## src/rtl/ring_cell_pkg.sv

```systemverilog
// Shared mode type for the self-test ring register.
// Assumes a 2-bit mode code driven by an external controller.
package ring_cell_pkg;
    typedef enum logic [1:0] {
        MODE_SYSTEM  = 2'b00,
        MODE_CLEAR   = 2'b01,
        MODE_COMPACT = 2'b10,
        MODE_SHIFT   = 2'b11
    } ring_mode_t;
endpackage

```

## src/rtl/ring_compact_net.sv

```systemverilog
// Next-state network for compaction. Each bit takes its parallel input
// XOR its upper neighbour; the top bit takes the serial link instead.
// Purely combinational; assumes W >= 2.
module ring_compact_net #(
    parameter int W = 32
) (
    input  logic [W-1:0] par_in,
    input  logic [W-1:0] cur,
    input  logic         ser_in,
    output logic [W-1:0] nxt
);
    // Top bit folds in the previous ring stage.
    assign nxt[W-1] = par_in[W-1] ^ ser_in;

    genvar i;
    generate
        for (i = 0; i < W - 1; i++) begin : g_bit
            // Lower bits fold in the neighbour above.
            assign nxt[i] = par_in[i] ^ cur[i+1];
        end
    endgenerate
endmodule

```

## src/rtl/ring_shift_net.sv

```systemverilog
// Next-state network for serial scan. The contents move one place toward
// bit 0 and the serial input enters at the top. Assumes W >= 2.
module ring_shift_net #(
    parameter int W = 32
) (
    input  logic [W-1:0] cur,
    input  logic         ser_in,
    output logic [W-1:0] nxt
);
    // One-place shift toward the least significant bit.
    assign nxt = {ser_in, cur[W-1:1]};
endmodule

```

## src/rtl/selftest_ring_reg.sv

```systemverilog
// Multi-mode ring register for circular self-test. The mode code selects
// system load, clear, compaction or serial shift. All updates happen on
// the falling clock edge. Assumes the mode is stable around that edge;
// rst_n and load are used only in system mode.
module selftest_ring_reg
    import ring_cell_pkg::*;
#(
    parameter int W = 32
) (
    input  logic         clk,
    input  logic         rst_n,
    input  logic [1:0]   mode,
    input  logic         load,
    input  logic [W-1:0] par_in,
    input  logic         ser_in,
    output logic [W-1:0] par_out,
    output logic         ser_out
);
    localparam logic [W-1:0] ZERO = '0;

    ring_mode_t  mode_q;
    logic [W-1:0] q;
    logic [W-1:0] nxt_compact;
    logic [W-1:0] nxt_shift;
    logic [W-1:0] nxt;

    // Decode the raw mode pins into the enum.
    assign mode_q = ring_mode_t'(mode);

    ring_compact_net #(.W(W)) u_compact (
        .par_in (par_in),
        .cur    (q),
        .ser_in (ser_in),
        .nxt    (nxt_compact)
    );

    ring_shift_net #(.W(W)) u_shift (
        .cur    (q),
        .ser_in (ser_in),
        .nxt    (nxt_shift)
    );

    // Select the next contents for the current mode.
    always_comb begin
        unique case (mode_q)
            MODE_SYSTEM:  nxt = !rst_n ? ZERO : (load ? par_in : q);
            MODE_CLEAR:   nxt = ZERO;
            MODE_COMPACT: nxt = nxt_compact;
            MODE_SHIFT:   nxt = nxt_shift;
            default:      nxt = q;
        endcase
    end

    // Contents register, updated on the falling edge.
    always_ff @(negedge clk) begin
        q <= nxt;
    end

    assign par_out = q;
    assign ser_out = q[0];


    sys_load_chk: assert property (@(negedge clk) disable iff (!rst_n)
        (mode == 2'b00 && load) |=> (par_out == $past(par_in)));


    sys_hold_chk: assert property (@(negedge clk) disable iff (!rst_n)
        (mode == 2'b00 && !load) |=> $stable(par_out));


    clear_zero_chk: assert property (@(negedge clk) disable iff (!rst_n)
        (mode == 2'b01) |=> (par_out == ZERO));


    compact_top_chk: assert property (@(negedge clk) disable iff (!rst_n)
        (mode == 2'b10) |=> (par_out[W-1] == ($past(par_in[W-1]) ^ $past(ser_in))));


    compact_low_chk: assert property (@(negedge clk) disable iff (!rst_n)
        (mode == 2'b10) |=> (par_out[0] == ($past(par_in[0]) ^ $past(par_out[1]))));


    shift_move_chk: assert property (@(negedge clk) disable iff (!rst_n)
        (mode == 2'b11) |=> (par_out == {$past(ser_in), $past(par_out[W-1:1])}));
endmodule

```

## config.mk

```make
export PLATFORM = sky130hd
export DESIGN_NAME = selftest_ring_reg
export DESIGN_NICKNAME = d
export VERILOG_FILES = /design/src/rtl/ring_cell_pkg.sv /design/src/rtl/ring_compact_net.sv /design/src/rtl/ring_shift_net.sv /design/src/rtl/selftest_ring_reg.sv
export SDC_FILE = /design/constraint.sdc
export NUM_CORES = 1
export LEC_CHECK = 0
export BUFFER_PORTS_ARGS = -buffer_cell sky130_fd_sc_hd__buf_2
export CAP_MARGIN = 20
export CORE_UTILIZATION = 39
export CTS_CLUSTER_DIAMETER = 150
export DETAILED_ROUTE_END_ITERATION = 7
export GPL_ROUTABILITY_DRIVEN = 0
export PLACE_DENSITY = 0.62
export SETUP_SLACK_MARGIN = 0.15
export SLEW_MARGIN = 20
export SYNTH_ARGS = -nofsm -noshare
export SYNTH_HDL_FRONTEND = slang
export SYNTH_SLANG_ARGS = --single-unit
```

## constraint.sdc

```tcl
create_clock -name clk -period 5.8 [get_ports clk]
set_input_delay 1.45 -clock clk [delete_from_list [all_inputs] [get_ports clk]]
set_output_delay 1.45 -clock clk [all_outputs]
set_load 0.02 [all_outputs]
```

## After elaboration in Yosys (flattened, before gate mapping)

Cells that the tools add are included.

| word-level totals | value |
|---|---|
| RAM bits | 0 |
| input bits | 38 |
| latch bits | 0 |
| output and inout bits | 33 |
| memories kept | 0 |
| bits in read-only memories | 0 |
| flip-flop bits (word level) | 32 |
| logic and storage cells | 41 |

| operators by class | value |
|---|---|
| reduce and logical (&&, ||, !) cells | 1 |
| equal/unequal tests | 4 |
| shifts and indexed selects | 0 |
| divide/modulo/power cells | 0 |
| multipliers | 0 |
| bitwise operators | 32 |
| $add $sub $neg | 0 |
| order comparisons | 0 |
| mux-type cells | 3 |

Operators by type and width:

| operator | count |
|---|---|
| case mux 32 bit (4 select lines) | 1 |
| 2-to-1 mux 32 bit | 2 |
| bitwise XOR 1 bit | 32 |
| == test 2 bit, second input constant | 2 |
| inequality test 3 bit, second input constant | 1 |
| == test 2 x 1 -> 1 bit, second input constant | 1 |
| logical NOT 2 bit | 1 |

## Depth between registers and ports, before layout

| logic depth | value |
|---|---|
| word-level depth | 3 |
| mapped depth | 4 |
| gate-level depth less buffers | 3 |

## Modules after synthesis

From an unflattened synthesis, not the netlist that was laid out.

| second synthesis, totals | value |
|---|---|
| cells, all modules | 248 |
| area total of the unflattened synthesis | 2414.8 sq um |

Modules (own cells, without submodules):

| module | cells each | times used | sequential area each (sq um) | area each (sq um) |
|---|---|---|---|---|
| selftest_ring_reg | 184 | 1 | 960.9 | 1894.3 |
| ring_compact_net | 32 | 1 | 0.0 | 280.3 |
| ring_shift_net | 32 | 1 | 0.0 | 240.2 |

==> reports/metrics.cfg <==
[outcome]
status=finished clean

[hold_path]
hp-class=reg -> reg
hold-path-endpoint=par_out[29]
holdPathStages=2
hp-start=par_out[30]

[cts]
cts_resized=0
cts_setup_buffers=0
cts_buffers=5
clk_pin_slew_worst_paths_ns=0.05
root_buffer=clkbuf_8
clock_latency_ns=0.35
clock_sinks=32
htreeDepth=2
clock_path_buffers=2
hold_buffers=0
cts_tree=built

[synth]
synth_top_cell_area_share_pct=53.5
ys_top_cells_by_area=edfxtp_1 (54%), o2bb2ai_1 (16%), xnor2_1 (16%)
synth-seq-cells=32
syn_area_per_cell_um2=12.6
synth_top_family_by_area=compound AO/OA/AOI/OAI gates
syn-num-nets=180
ys_types=9
synth_area_mm2=0.00180
synth_xor_area_share_pct=15.6
yosysTopAreaCell=edfxtp_1
ys_seq_area_share_pct=53.5
yosysWarningCount=0
synthMuxAreaShare_pct=0
synth-simple-area-share_pct=12.1
synth_compound_area_share_pct=15.6
syn_inst=142
synthAdderAreaFrac_pct=0

[place]
dp_hpwl_mm=2.61
place_inst=257
io_buffers=70
placed_cell_area_mm2=0.00219

[timing]
hold_viol_final=0
hold_ws_ns=0.667
timing_worst_slew_pin_value_ns=0.449
drv_slew=0
maxSlewHeadroom_pct=70.0
rsz0062_at_grt=false
skew_ns=0.0180
setup_viol=0
tns_ns=0

[setup_path]
cp-end-kind=output port
rrSetupSlack_ns=4.85
path_cells=buf_2
crit_cells=1
cp.arrival_ns=3.86
cp_slowest_cell=edfxtp_1
critPathLaunchType=register
crit_fanout=2
r2r.worst_path.cells=2
crit_family=flip-flops
rr_endpoint=par_out[9]
cp_num_buf_inv=1
r2r-start=par_out[10]
path_class=reg -> out
critPathMaxStageDelay_ns=0.42
cp.required_ns=4.35

[global_route]
track_usage_pct=17.8
met3_usage_pct=7.22
busiest_layer=met2
grt_overflow=0
grt_pass1_wl_mm=6.79
antenna_found_initial=0
first_global_vias=1563
use_met1_pct=19.5
grt_max_degree=34
use_met2_pct=29.4

[floorplanning]
dieArea_mm2=0.00488
chipHeight_um=69.9
ios=71
die_x_um=69.9
core_mm2=0.00438
num_rows=24
start_util_pct=41.0

[final_layout]
nets=281
multi_input_area_um2=781
syn_to_final_growth_pct=33.0
final_layout_size_suffix_gt1_share_pct=33.2
largest_reg_flops=32
antenna_cells=0
fillers=428
final_cell_mix=buf_2 (70), inv_1 (34), nand2b_1 (33)
layout_commonest_cell=buf_2
instances_no_fill=296
final_area_mm2=0.00239
regArea_um2=961

[drt]
avgRoutedWirePerCell_um=13.7
ant_nets=0
drcViolationCount=0
firstDrtPassIters=4
drtIter0Drc=50
via_per_inst=4.79
vias=1417
wirelength_mm=4.06

[power]
vdd_ir_drop_max_mv=0.121
leakage_nw=1.11
power.density_mw_per_mm2=308

[run]
cap_violations=0

## stage by stage
step / setup slack [ns] / utilization, % / power (mW)
floorplan: 0.294 / - / 0.473
global placement: 0.241 / 50.0 / 0.526
detailed placement: 0.213 / 50.0 / 0.529
CTS: 0.475 / 54.5 / 0.753
global route: 0.455 / 54.5 / 0.791
finish: 0.493 / 54.5 / 0.736
## worst min-delay path: stages (launching register included)
cell	delay [ns]
edfxtp_1	0.34
xnor2_1	0.12
o2bb2ai_1	0.10
## Yosys cell counts
library cell	instances
or4b_1	1
edfxtp_1	32
clkbuf_1	3
nand2b_1	33
o2bb2ai_1	32
buf_2	7
xnor2_1	32
buf_4	1
inv_1	1
## power breakdown
group          internal [mW]  total (mW)  leakage (nW)  switching (mW)
clock                  0.110       0.245         0.217           0.135
sequential             0.297       0.318         0.364          0.0217
combinational         0.0791       0.173         0.524          0.0940
## worst max-delay path by stage
stage,startpoint,endpoint
5_1_grt,par_out[27],par_out[27]
3_5_place_dp,mode[1],par_out[16]
4_1_cts,par_out[11],par_out[11]
3_3_place_gp,mode[1],par_out[16]
6_report,par_out[11],par_out[11]
2_1_floorplan,mode[1],par_out[0]
## cells by family after synthesis
group | after synthesis
and+or+nand+nor | 34
AOI/OAI and AO/OA | 32
xor gates and xnor gates | 32
DFF | 32
buffers and inverters | 12
## cell type report
type / instances / share of cell area (%)
tap: 52 / 2.72
sequential: 32 / 40.2
timing repair buffer: 74 / 15.9
multi-input combinational: 98 / 32.7
clock buffer: 5 / 2.88
clock inverter: 35 / 5.55
## per-layer routing
metal  wire [um]  part of all wire, %  up-vias
met5           0                    0        -
met4          51                  1.3        0
met3         191                  4.7        4
met2        2080                   51       42
met1        1730                   43      656
li1            -                    -      715
(Power assumes the default switching activity.)
